===== src/rtl/clkRstPwrPkg.sv =====
`timescale 1ns/1ps
package clkRstPwrPkg;
  // control -> datapath
  typedef struct packed {
    logic run;          // timing advances this cycle
  } ctlCmd_t;

  // datapath -> control
  typedef struct packed {
    logic mcBoundary;   // last oscillator cycle of a machine cycle
    logic pinSync;      // synchronised reset pin
    logic qualFull;     // pin held long enough to qualify
  } dpStat_t;
endpackage


===== src/rtl/clkRstTiming.sv =====
`timescale 1ns/1ps
module clkRstTiming
  import clkRstPwrPkg::*;
#(
  parameter int OSC_PER_MC  = 12,
  parameter int QUAL_MC     = 2,
  parameter int SYNC_STAGES = 2
) (
  input  logic                       oscClk,
  input  logic                       pwrOnRstN,
  input  logic                       rstPin,
  input  ctlCmd_t                    cmd,
  output dpStat_t                    stat,
  output logic [OSC_PER_MC/2-1:0]    phaseOneHot
);
  localparam int PHASES     = OSC_PER_MC / 2;
  localparam int PH_W       = (PHASES > 1) ? $clog2(PHASES) : 1;
  localparam int QUAL_LIMIT = QUAL_MC * OSC_PER_MC;
  localparam int Q_W        = $clog2(QUAL_LIMIT + 1);

  logic                   halfTick;
  logic [PH_W-1:0]        phaseCnt;
  logic [SYNC_STAGES-1:0] syncQ;
  logic [Q_W-1:0]         qualCnt;

  // divide-by-two stage and phase counter; the pin never resets them
  always_ff @(posedge oscClk or negedge pwrOnRstN) begin
    if (!pwrOnRstN) begin
      halfTick <= 1'b0;
      phaseCnt <= '0;
    end else if (cmd.run) begin
      halfTick <= ~halfTick;
      if (halfTick)
        phaseCnt <= (phaseCnt == PH_W'(PHASES - 1)) ? '0 : phaseCnt + 1'b1;
    end
  end

  always_ff @(posedge oscClk or negedge pwrOnRstN) begin
    if (!pwrOnRstN) syncQ <= '0;
    else            syncQ <= {syncQ[SYNC_STAGES-2:0], rstPin};
  end

  always_ff @(posedge oscClk or negedge pwrOnRstN) begin
    if (!pwrOnRstN)                     qualCnt <= '0;
    else if (!syncQ[SYNC_STAGES-1])     qualCnt <= '0;
    else if (qualCnt != Q_W'(QUAL_LIMIT)) qualCnt <= qualCnt + 1'b1;
  end

  assign stat.pinSync    = syncQ[SYNC_STAGES-1];
  assign stat.qualFull   = (qualCnt == Q_W'(QUAL_LIMIT));
  assign stat.mcBoundary = cmd.run && halfTick && (phaseCnt == PH_W'(PHASES - 1));

  for (genvar i = 0; i < PHASES; i++) begin : g_phase
    assign phaseOneHot[i] = cmd.run && (phaseCnt == PH_W'(i));
  end

  // a stopped timing chain keeps its phase
  assert_freeze_R8: assert property (@(posedge oscClk) disable iff (!pwrOnRstN)
    !cmd.run |=> ($stable(phaseCnt) && $stable(halfTick)));
  // boundary strobe never lasts two cycles
  assert_strobe_single_R2: assert property (@(posedge oscClk) disable iff (!pwrOnRstN)
    stat.mcBoundary |=> !stat.mcBoundary);
  // at most one phase strobe
  assert_phase_onehot_R3: assert property (@(posedge oscClk) disable iff (!pwrOnRstN)
    $onehot0(phaseOneHot));
endmodule


===== src/rtl/clkRstPwrFsm.sv =====
`timescale 1ns/1ps
module clkRstPwrFsm
  import clkRstPwrPkg::*;
(
  input  logic       oscClk,
  input  logic       pwrOnRstN,
  input  logic       modeWrite,
  input  logic [7:0] modeData,
  input  logic       wakeReq,
  input  dpStat_t    stat,
  output ctlCmd_t    cmd,
  output logic       sysRst,
  output logic       cpuClkEn,
  output logic       periphClkEn
);
  logic idleMode, pdMode, wakePend;
  logic qualHit;

  assign qualHit = stat.mcBoundary && stat.qualFull;
  assign cmd.run = !pdMode || stat.pinSync;

  always_ff @(posedge oscClk or negedge pwrOnRstN) begin
    if (!pwrOnRstN) begin
      sysRst <= 1'b1;
    end else if (stat.mcBoundary) begin
      if (stat.qualFull)      sysRst <= 1'b1;
      else if (!stat.pinSync) sysRst <= 1'b0;
    end
  end

  always_ff @(posedge oscClk or negedge pwrOnRstN) begin
    if (!pwrOnRstN) begin
      idleMode <= 1'b0;
      pdMode   <= 1'b0;
      wakePend <= 1'b0;
    end else if (sysRst || qualHit) begin
      idleMode <= 1'b0;
      pdMode   <= 1'b0;
      wakePend <= 1'b0;
    end else if (modeWrite && !pdMode) begin
      pdMode   <= modeData[1];
      idleMode <= modeData[0] && !modeData[1];
      wakePend <= 1'b0;
    end else if (idleMode) begin
      if (stat.mcBoundary && (wakePend || wakeReq)) begin
        idleMode <= 1'b0;
        wakePend <= 1'b0;
      end else if (wakeReq) begin
        wakePend <= 1'b1;
      end
    end
  end

  assign cpuClkEn    = !idleMode && !pdMode;
  assign periphClkEn = !pdMode;

  // core reset only rises on a qualifying boundary
  assert_rst_rise_R4: assert property (@(posedge oscClk) disable iff (!pwrOnRstN)
    $rose(sysRst) |-> $past(qualHit));
  // power-down ends only by reset
  assert_pd_exit_R10: assert property (@(posedge oscClk) disable iff (!pwrOnRstN)
    $fell(pdMode) |-> $past(sysRst || qualHit));
  // idle ends at a boundary, a write or a reset
  assert_wake_boundary_R9: assert property (@(posedge oscClk) disable iff (!pwrOnRstN)
    $fell(idleMode) |-> $past(stat.mcBoundary || modeWrite || sysRst));
endmodule


===== src/rtl/clkRstPwrCtl.sv =====
`timescale 1ns/1ps
module clkRstPwrCtl
  import clkRstPwrPkg::*;
#(
  parameter int OSC_PER_MC  = 12,
  parameter int QUAL_MC     = 2,
  parameter int SYNC_STAGES = 2
) (
  input  logic                    oscClk,
  input  logic                    pwrOnRstN,
  input  logic                    rstPin,
  input  logic                    modeWrite,
  input  logic [7:0]              modeData,
  input  logic                    wakeReq,
  output logic                    mcStrobe,
  output logic [OSC_PER_MC/2-1:0] phaseOneHot,
  output logic                    cpuClkEn,
  output logic                    periphClkEn,
  output logic                    sysRst,
  output logic                    portPreset
);
  ctlCmd_t cmd;
  dpStat_t stat;

  clkRstTiming #(
    .OSC_PER_MC(OSC_PER_MC), .QUAL_MC(QUAL_MC), .SYNC_STAGES(SYNC_STAGES)
  ) i_timing (
    .oscClk(oscClk), .pwrOnRstN(pwrOnRstN), .rstPin(rstPin),
    .cmd(cmd), .stat(stat), .phaseOneHot(phaseOneHot)
  );

  clkRstPwrFsm i_fsm (
    .oscClk(oscClk), .pwrOnRstN(pwrOnRstN), .modeWrite(modeWrite),
    .modeData(modeData), .wakeReq(wakeReq), .stat(stat), .cmd(cmd),
    .sysRst(sysRst), .cpuClkEn(cpuClkEn), .periphClkEn(periphClkEn)
  );

  assign mcStrobe   = stat.mcBoundary;
  assign portPreset = rstPin | sysRst;

  // no enable survives power-down
  assert_pd_enables_R8: assert property (@(posedge oscClk) disable iff (!pwrOnRstN)
    !periphClkEn |-> !cpuClkEn);
endmodule


===== config.mk =====
export PLATFORM = sky130hd
export DESIGN_NAME = clkRstPwrCtl
export DESIGN_NICKNAME = d
export VERILOG_FILES = /design/src/rtl/clkRstPwrPkg.sv /design/src/rtl/clkRstTiming.sv /design/src/rtl/clkRstPwrFsm.sv /design/src/rtl/clkRstPwrCtl.sv
export SDC_FILE = /design/constraint.sdc
export NUM_CORES = 1
export LEC_CHECK = 0
export ABC_AREA = 1
export BUFFER_PORTS_ARGS = -buffer_cell sky130_fd_sc_hd__buf_2
export CELL_PAD_IN_SITES_DETAIL_PLACEMENT = 1
export CELL_PAD_IN_SITES_GLOBAL_PLACEMENT = 1
export CORE_UTILIZATION = 35
export CTS_CLUSTER_SIZE = 8
export DETAILED_ROUTE_END_ITERATION = 16
export PLACE_DENSITY_LB_ADDON = 0.1
export SYNTH_ARGS = -nofsm -noshare
export SYNTH_HDL_FRONTEND = slang
export SYNTH_SLANG_ARGS = --single-unit

===== constraint.sdc =====
create_clock -name oscClk -period 1.3 [get_ports oscClk]
set_input_delay 0.13 -clock oscClk [delete_from_list [all_inputs] [get_ports oscClk]]
set_output_delay 0.13 -clock oscClk [all_outputs]
set_load 0.02 [all_outputs]

==> summary.txt, run 1 <==
Synth
  – Synth async-reset ratio: 100%
  – Syn avg cell area: 8.11 um2
  – EDFF count, synth: 0
  – Syn Nets: 115
  – Distinct cell type count of the synthesized netlist: 23
  – Count of state elements after synthesis: 15
  – Yosys top cell area share: between 40% and 50%
  – Ys Warns: 0
  – Synthesized area: approximately 800 um2
  – Top-count cell post-synth: nand2_1
  – Sequential share of the synthesized area: 46.9%
  – Syn Inst Count: 99
  – Top post-synthesis cells by area: dfrtp_1, nand2_1, nor2_1
  – Post-synth top cells: nand2_1, nor2_1, dfrtp_1, inv_1, nand3_1
  – Cell taking the most area after synthesis: dfrtp_1
  – Commonest register cell after synthesis: dfrtp_1

Flow run
  – Max_cap viols: 0

STA
  – FMAX: 0.697 GHz
  – Relative slew slack: 76.3%
  – Worst Max-Slew Pin Slew: between 0.3 and 0.4 ns
  – Final setup violation count: 10
  – Fin. Hold Viols: 0
  – Max Slew Vio Count: 0
  – RSZ-0062 raised after global routing: yes
  – Fin crit share: 110%
  – Setup WS post-layout: -0.136 ns
  – Clock skew: 0.00798 ns
  – Clock period minus worst slack: 1.44 ns

Drt
  – Vias: ~800
  – Iteration-0 DRC Markers: 3
  – Final WL: 2530 um
  – Pre-Repair DR Iteration Count: 3
  – DR WL/cell: 15.1 um
  – Routed Antenna Nets: 0
  – DRC: 0
  – Vias per cell: 4.81

Power and ir drop
  – PD cells: about 1600 nW/um2
  – Leakage power: 0.626 nW
  – Worst vdd ir: 0.000936 V
  – Total chip power: 1.96 mW

Final layout
  – Fill cell count: 251
  – Layout cells sized above 1: 51.4%
  – Final Net Count: 157
  – Antenna cells: 0
  – Area Growth Syn to Fin: 54.1%

Worst setup path
  – Worst reg2reg path depth: 8
  – Worst Path Max Fanout: 6
  – Setup crit end kind: output pin
  – Critical Path AT: around 1.3 ns
  – Required time of the critical path: 1.17 ns
  – Worst Setup Start Kind: flop
  – Crit path kind: flop to output pin

GRT
  – Grt met1 use: 24.7%
  – Largest net degree at the start of global routing: 16
  – Vias in the first global route: 828
  – First-pass GRT wire length: 3910 um
  – GRT busiest layer: met2
  – GR Overflow Total: 0
  – GR Util met3: 3.70%
  – GRT Resource Usage Total: 21.0%
  – Antenna violations before repair: 0
  – GR Util met2: 38.5%

CTS
  – Max Root-Sink Buffers: 2
  – Root Driver: clkbuf_4
  – Clk_lat worst skew: 0.29 ns
  – CTS buffer count: 3
  – CTS Sinks: 15
  – CTS tree: done
  – Number of H-tree levels: 1
  – Clock transition at path regs: 0.09 ns

Place
  – I/O Buffers: 17
  – Hpwl dp: 1340 um
  – Pre-CTS WS: 0.0394 ns
  – GP Congestion: 0.739

Status
  – Failing checks: negative setup slack
  – Outcome: complete, but fails checks

Die
  – I/O pin cnt: 24
  – Die Y: approximately 50 um
  – Core Region: 2060 um2
  – DIE AREA: 2490 um2
  – Initial Utilization: 39.0%
  – Num rows: 16
  – Die X: 49.9 um

Min path
  – Worst hold-check path type: primary input to flop
  – Hold Path Stages: 3
metrics by stage:
step | hold WS [ns] | util [%] | cell area, um2 | TNS, ns | instances
after global routing | 0.115 | 60.0 | 1240 | -1.30 | 167
after detailed placement | 0.0618 | 45.8 | 943 | 0 | 145
after CTS | 0.109 | 54.9 | 1130 | -0.374 | 162
final | 0.114 | 60.0 | 1240 | -0.667 | 167
after global placement | 0.0569 | 45.8 | 943 | 0 | 145
after floorplan | -0.166 | - | 810 | 0 | 99
where the power goes:
part / leakage (nW) / total (mW) / switching, mW / internal [mW]
Combinational: 0.434 / 0.999 / 0.524 / 0.474
Clock: 0.0150 / 0.283 / 0.163 / 0.119
Sequential: 0.178 / 0.675 / 0.116 / 0.559
kinds of logic (layout without fill, tap and decap cells):
group	Yosys count	count (layout)	share of synthesized area [%]
AND/OR/NAND/NOR	56	56	33.2
buffers and inverters	16	57	7.48
flip-flops	15	15	46.9
AO/OA/AOI/OAI	7	7	5.61
adder cells (fa/ha/maj)	3	3	4.67
XOR/XNOR	2	2	2.18
worst max-delay path, cell delays in order, from the launching register on:
cell     delay, ns
dfrtp_1       0.40
inv_2         0.07
nand2_4       0.11
inv_8         0.06
nor4_2        0.16
buf_2         0.21
cell usage in the layout (no fill, tap or decap), types with 2 or more instances in the layout:
| cell type | instances |
|---|---|
| nor2_4 | 3 |
| nor2_2 | 4 |
| xor2_1 | 2 |
| nor2_1 | 12 |
| o21ai_1 | 2 |
| dlygate4sd3_1 | 2 |
| clkbuf_4 | 3 |
| a21oi_1 | 2 |
| nand3_4 | 2 |
| inv_2 | 6 |
| ha_1 | 2 |
| nand3_1 | 5 |
| dfrtp_1 | 11 |
| nor3_2 | 2 |
| or2_2 | 2 |
| nand2_4 | 4 |
| buf_4 | 22 |
| buf_2 | 10 |
| inv_1 | 7 |
| buf_6 | 3 |
| nand2_1 | 18 |
| dfrtp_2 | 3 |
path summary, 6_finish.rpt:
check	start	endpoint	slack, ns
hold / removal	modeWrite	i_fsm.pdMode	0.11
max in group asynchronous	pwrOnRstN	i_fsm.sysRst	0.72
setup reg to reg	i_timing.phaseCnt[0]	i_fsm.wakePend	-0.03
min in group asynchronous	pwrOnRstN	i_timing.qualCnt[4]	0.27
setup / recovery	i_timing.syncQ[1]	phaseOneHot[2]	-0.14
hold reg to reg	i_timing.syncQ[0]	i_timing.syncQ[1]	0.36
per-layer routing:
| layer | vias up | share of wire [%] |
|---|---|---|
| li1 | 392 | - |
| met1 | 394 | 41 |
| met2 | 15 | 56 |
| met3 | 2 | 2.1 |
| met4 | 0 | 0.59 |
| met5 | - | 0 |
sequential cells by signal, summed over array words and instances, names as in the netlist:
name	cells
i_timing.qualCnt	5
i_timing.phaseCnt	3
i_timing.syncQ	2
i_fsm.idleMode	1
i_fsm.pdMode	1
i_fsm.sysRst	1
i_fsm.wakePend	1
i_timing.halfTick	1
area by class of cell:
type,instances,area (um2),area share (%)
multi-input cells,68,453,36.6
flip-flops and latches,15,380,30.7
repair buffers,37,269,21.7
inverters,16,75.1,6.07
well taps,27,33.8,2.73
clock buffers,4,26.3,2.12
timing repair:
| item | CTS | global route |
|---|---|---|
| buffers inserted | 11 | 5 |
| setup endpoints to repair | 7 | 14 |
| resized for setup | 23 | 18 |
| hold endpoints to repair | 15 | 0 |
| hold buffers | 2 | 0 |
| pin swaps | 10 | 7 |
(Power assumes the default switching activity.)
==> run 2, diff against run 1 <==
--- a/config.mk
+++ b/config.mk
@@ -6,7 +6,7 @@
 export NUM_CORES = 1
 export LEC_CHECK = 0
 export ABC_AREA = 1
-export BUFFER_PORTS_ARGS = -buffer_cell sky130_fd_sc_hd__buf_2
+export BUFFER_PORTS_ARGS = -buffer_cell sky130_fd_sc_hd__buf_4
 export CELL_PAD_IN_SITES_DETAIL_PLACEMENT = 1
 export CELL_PAD_IN_SITES_GLOBAL_PLACEMENT = 1
 export CORE_UTILIZATION = 35
==> summary.txt, run 2 (synthesized netlist as in run 1, its figures left out) <==
Status
  – Outcome: complete, but fails checks
  – Failing checks: negative setup slack

Power and ir drop
  – Clk pwr share: 16.6% (+2.2 points)
  – Psw: 0.662 mW (-18%)
  – Sequential share of power: 39.9% (+5.4 points)
  – Leakage power: 0.576 nW (-8.0%)
  – Logic pwr share: 43.5% (-7.6 points)
  – Total chip power: 1.66 mW (-15%)
  – Worst vdd ir: 0.000867 V (-7.4%)
  – Int Power: 1.00 mW (-13%)
  – PD cells: 1420 nW/um2 (-10%)
  – Sw Ratio: 39.8% (-1.3 points)

Final layout
  – Most common cell after layout, fill and taps aside: buf_4
  – Antenna cells: 0 (unchanged)
  – Final Net Count: 148 (-5.7%)
  – Commonest non-fill, non-tap cells in the layout: buf_4, nand2_1, nor2_1
  – Layout cells sized above 1: 47.3% (-4.1 points)
  – Largest Register: i_timing.qualCnt
  – Regs by FF count: i_timing.qualCnt x5, i_timing.phaseCnt x3, i_timing.syncQ x2
  – Area Growth Syn to Fin: 46.1%
  – Util after Layout: 56.9% (-3.1 points)
  – Fill cell count: 253 (+0.80%)
  – Max reg flops: 5 (unchanged)

Drt
  – DRC: 0 (unchanged)
  – Vias per cell: 4.75 (-1.3%)
  – Final WL: 1870 um (-26%)
  – Vias: 750 (-6.6%)
  – Routed Antenna Nets: 0 (unchanged)
  – Pre-Repair DR Iteration Count: 3 (unchanged)
  – Iteration-0 DRC Markers: 5 (+2)
  – DR WL/cell: 11.9 um (-22%)

CTS
  – CTS tree: done
  – CTS Sinks: 15 (unchanged)
  – Root Driver: clkbuf_4
  – CTS buffer count: 3 (unchanged)
  – Clock transition at path regs: 0.09 ns (about the same)
  – Clk_lat worst skew: 0.29 ns (about the same)
  – Number of H-tree levels: 1 (unchanged)
  – Max Root-Sink Buffers: 2 (unchanged)

Worst setup path
  – Slowest CP cell: dfrtp_2
  – Required time of the critical path: 1.17 ns (about the same)
  – Crit-path max cell delay: 0.48 ns (+0.08 ns)
  – Worst Path Max Fanout: 5 (-1)
  – Critical Path Source: i_timing.phaseCnt[2]
  – CP top delay family: flip-flops
  – Critical Path AT: 1.24 ns (-0.07 ns)
  – Crit path kind: flop to output pin
  – RR Startpoint: i_timing.qualCnt[1]
  – CP bufs+invs: 3 (unchanged)
  – Worst Setup Start Kind: flop
  – Worst path cell trace: inv_4, ha_4, inv_2, nor2_2, buf_6
  – Setup crit end kind: output pin

STA
  – Final setup violation count: 6 (-4)
  – Max Slew Vio Count: 0 (unchanged)
  – FMAX: 0.731 GHz (+4.9%)
  – Worst Max-Slew Pin Slew: 0.207 ns (-0.149 ns)
  – RSZ-0062 raised after global routing: yes
  – Relative slew slack: 86.1% (+9.8 points)
  – Clock period minus worst slack: 1.37 ns (-0.0674 ns)
  – Setup WS post-layout: -0.0682 ns (+0.0674 ns)
  – Clock skew: 0.00128 ns (-0.00670 ns)
  – Fin crit share: 105% (-5.2 points)
  – Fin. Hold Viols: 0 (unchanged)

GRT
  – Vias in the first global route: 800 (-3.4%)
  – GR Overflow Total: 0 (unchanged)
  – First-pass GRT wire length: 3440 um (-12%)
  – Antenna violations before repair: 0 (unchanged)
  – Largest net degree at the start of global routing: 16 (unchanged)
  – GRT Resource Usage Total: 18.1% (-2.9 points)

Die
  – Core Region: 2060 um2 (unchanged)
  – Initial Utilization: 39.0% (unchanged)
  – DIE AREA: 2490 um2 (unchanged)
  – Die X: 49.9 um (unchanged)
  – Die Y: 49.9 um (unchanged)
  – I/O pin cnt: 24 (unchanged)
  – Num rows: 16 (unchanged)

Min path
  – Hold path start: modeWrite
  – Worst hold-check path type: primary input to flop

Place
  – I/O Buffers: 17 (unchanged)
  – GP Congestion: 0.739 (about the same)
  – Hpwl dp: 1310 um (-1.8%)

Flow run
  – Max_cap viols: 0 (unchanged)
run 2: metrics by stage:
stage          std cells  setup TNS (ns)  area [um2]  hold WS (ns)  setup slack [ns]
2_1_floorplan         99               0         810        -0.166            0.0900
3_3_place_gp         145               0         986      -0.00172            0.0761
5_1_grt              158          -0.788        1170         0.128            -0.139
3_5_place_dp         145               0         986      -0.00117            0.0633
4_1_cts              156          -0.472        1100        0.0894           -0.0894
6_report             158          -0.274        1170        0.0976           -0.0682
run 2: final cells by class:
class | count | area [um2] | area share, %
tap | 27 | 33.8 | 2.88
timing repair buffer | 28 | 230 | 19.6
multi-input combinational | 68 | 435 | 37.1
inverter | 16 | 67.6 | 5.76
sequential | 15 | 380 | 32.4
clock buffer | 4 | 26.3 | 2.24
run 2: layer usage:
layer	global-route usage, %	part of all wire [%]
met5	0	0
met4	8.57	1.8
met3	1.85	2.7
met2	31.8	51
met1	21.9	44
run 2: worst min-delay path, cell delays in order:
cell	delay [ns]
buf_4	0.08
a21oi_1	0.05
nor2_1	0.08
run 2: path summary, 6_finish.rpt:
kind | end | slack, ns | depth (start not counted)
setup / recovery | phaseOneHot[3] | -0.07 | 5
hold / removal | i_fsm.pdMode | 0.1 | 3
setup reg to reg | i_timing.qualCnt[4] | 0.09 | 7
hold reg to reg | i_timing.syncQ[1] | 0.36 | 0
max in group asynchronous | i_fsm.sysRst | 0.83 | 2
min in group asynchronous | i_timing.qualCnt[2] | 0.23 | 2
run 2: power by group through the flow:
stage          registers, mW  clock network (mW)  logic (mW)
3_5_place_dp           0.653                   0       0.524
4_1_cts                0.649               0.292       0.604
6_report               0.664               0.276       0.725
3_3_place_gp           0.649                   0       0.507
5_1_grt                0.677               0.314       0.804
2_1_floorplan          0.636                   0       0.357
run 2: what timing repair did:
item | CTS | global route
endpoints found under the hold margin | 16 | 0
endpoints found under the setup margin | 7 | 13
resized for setup | 11 | 18
pin swaps | 3 | 3
setup buffers | 5 | 2
hold buffers | 2 | 0
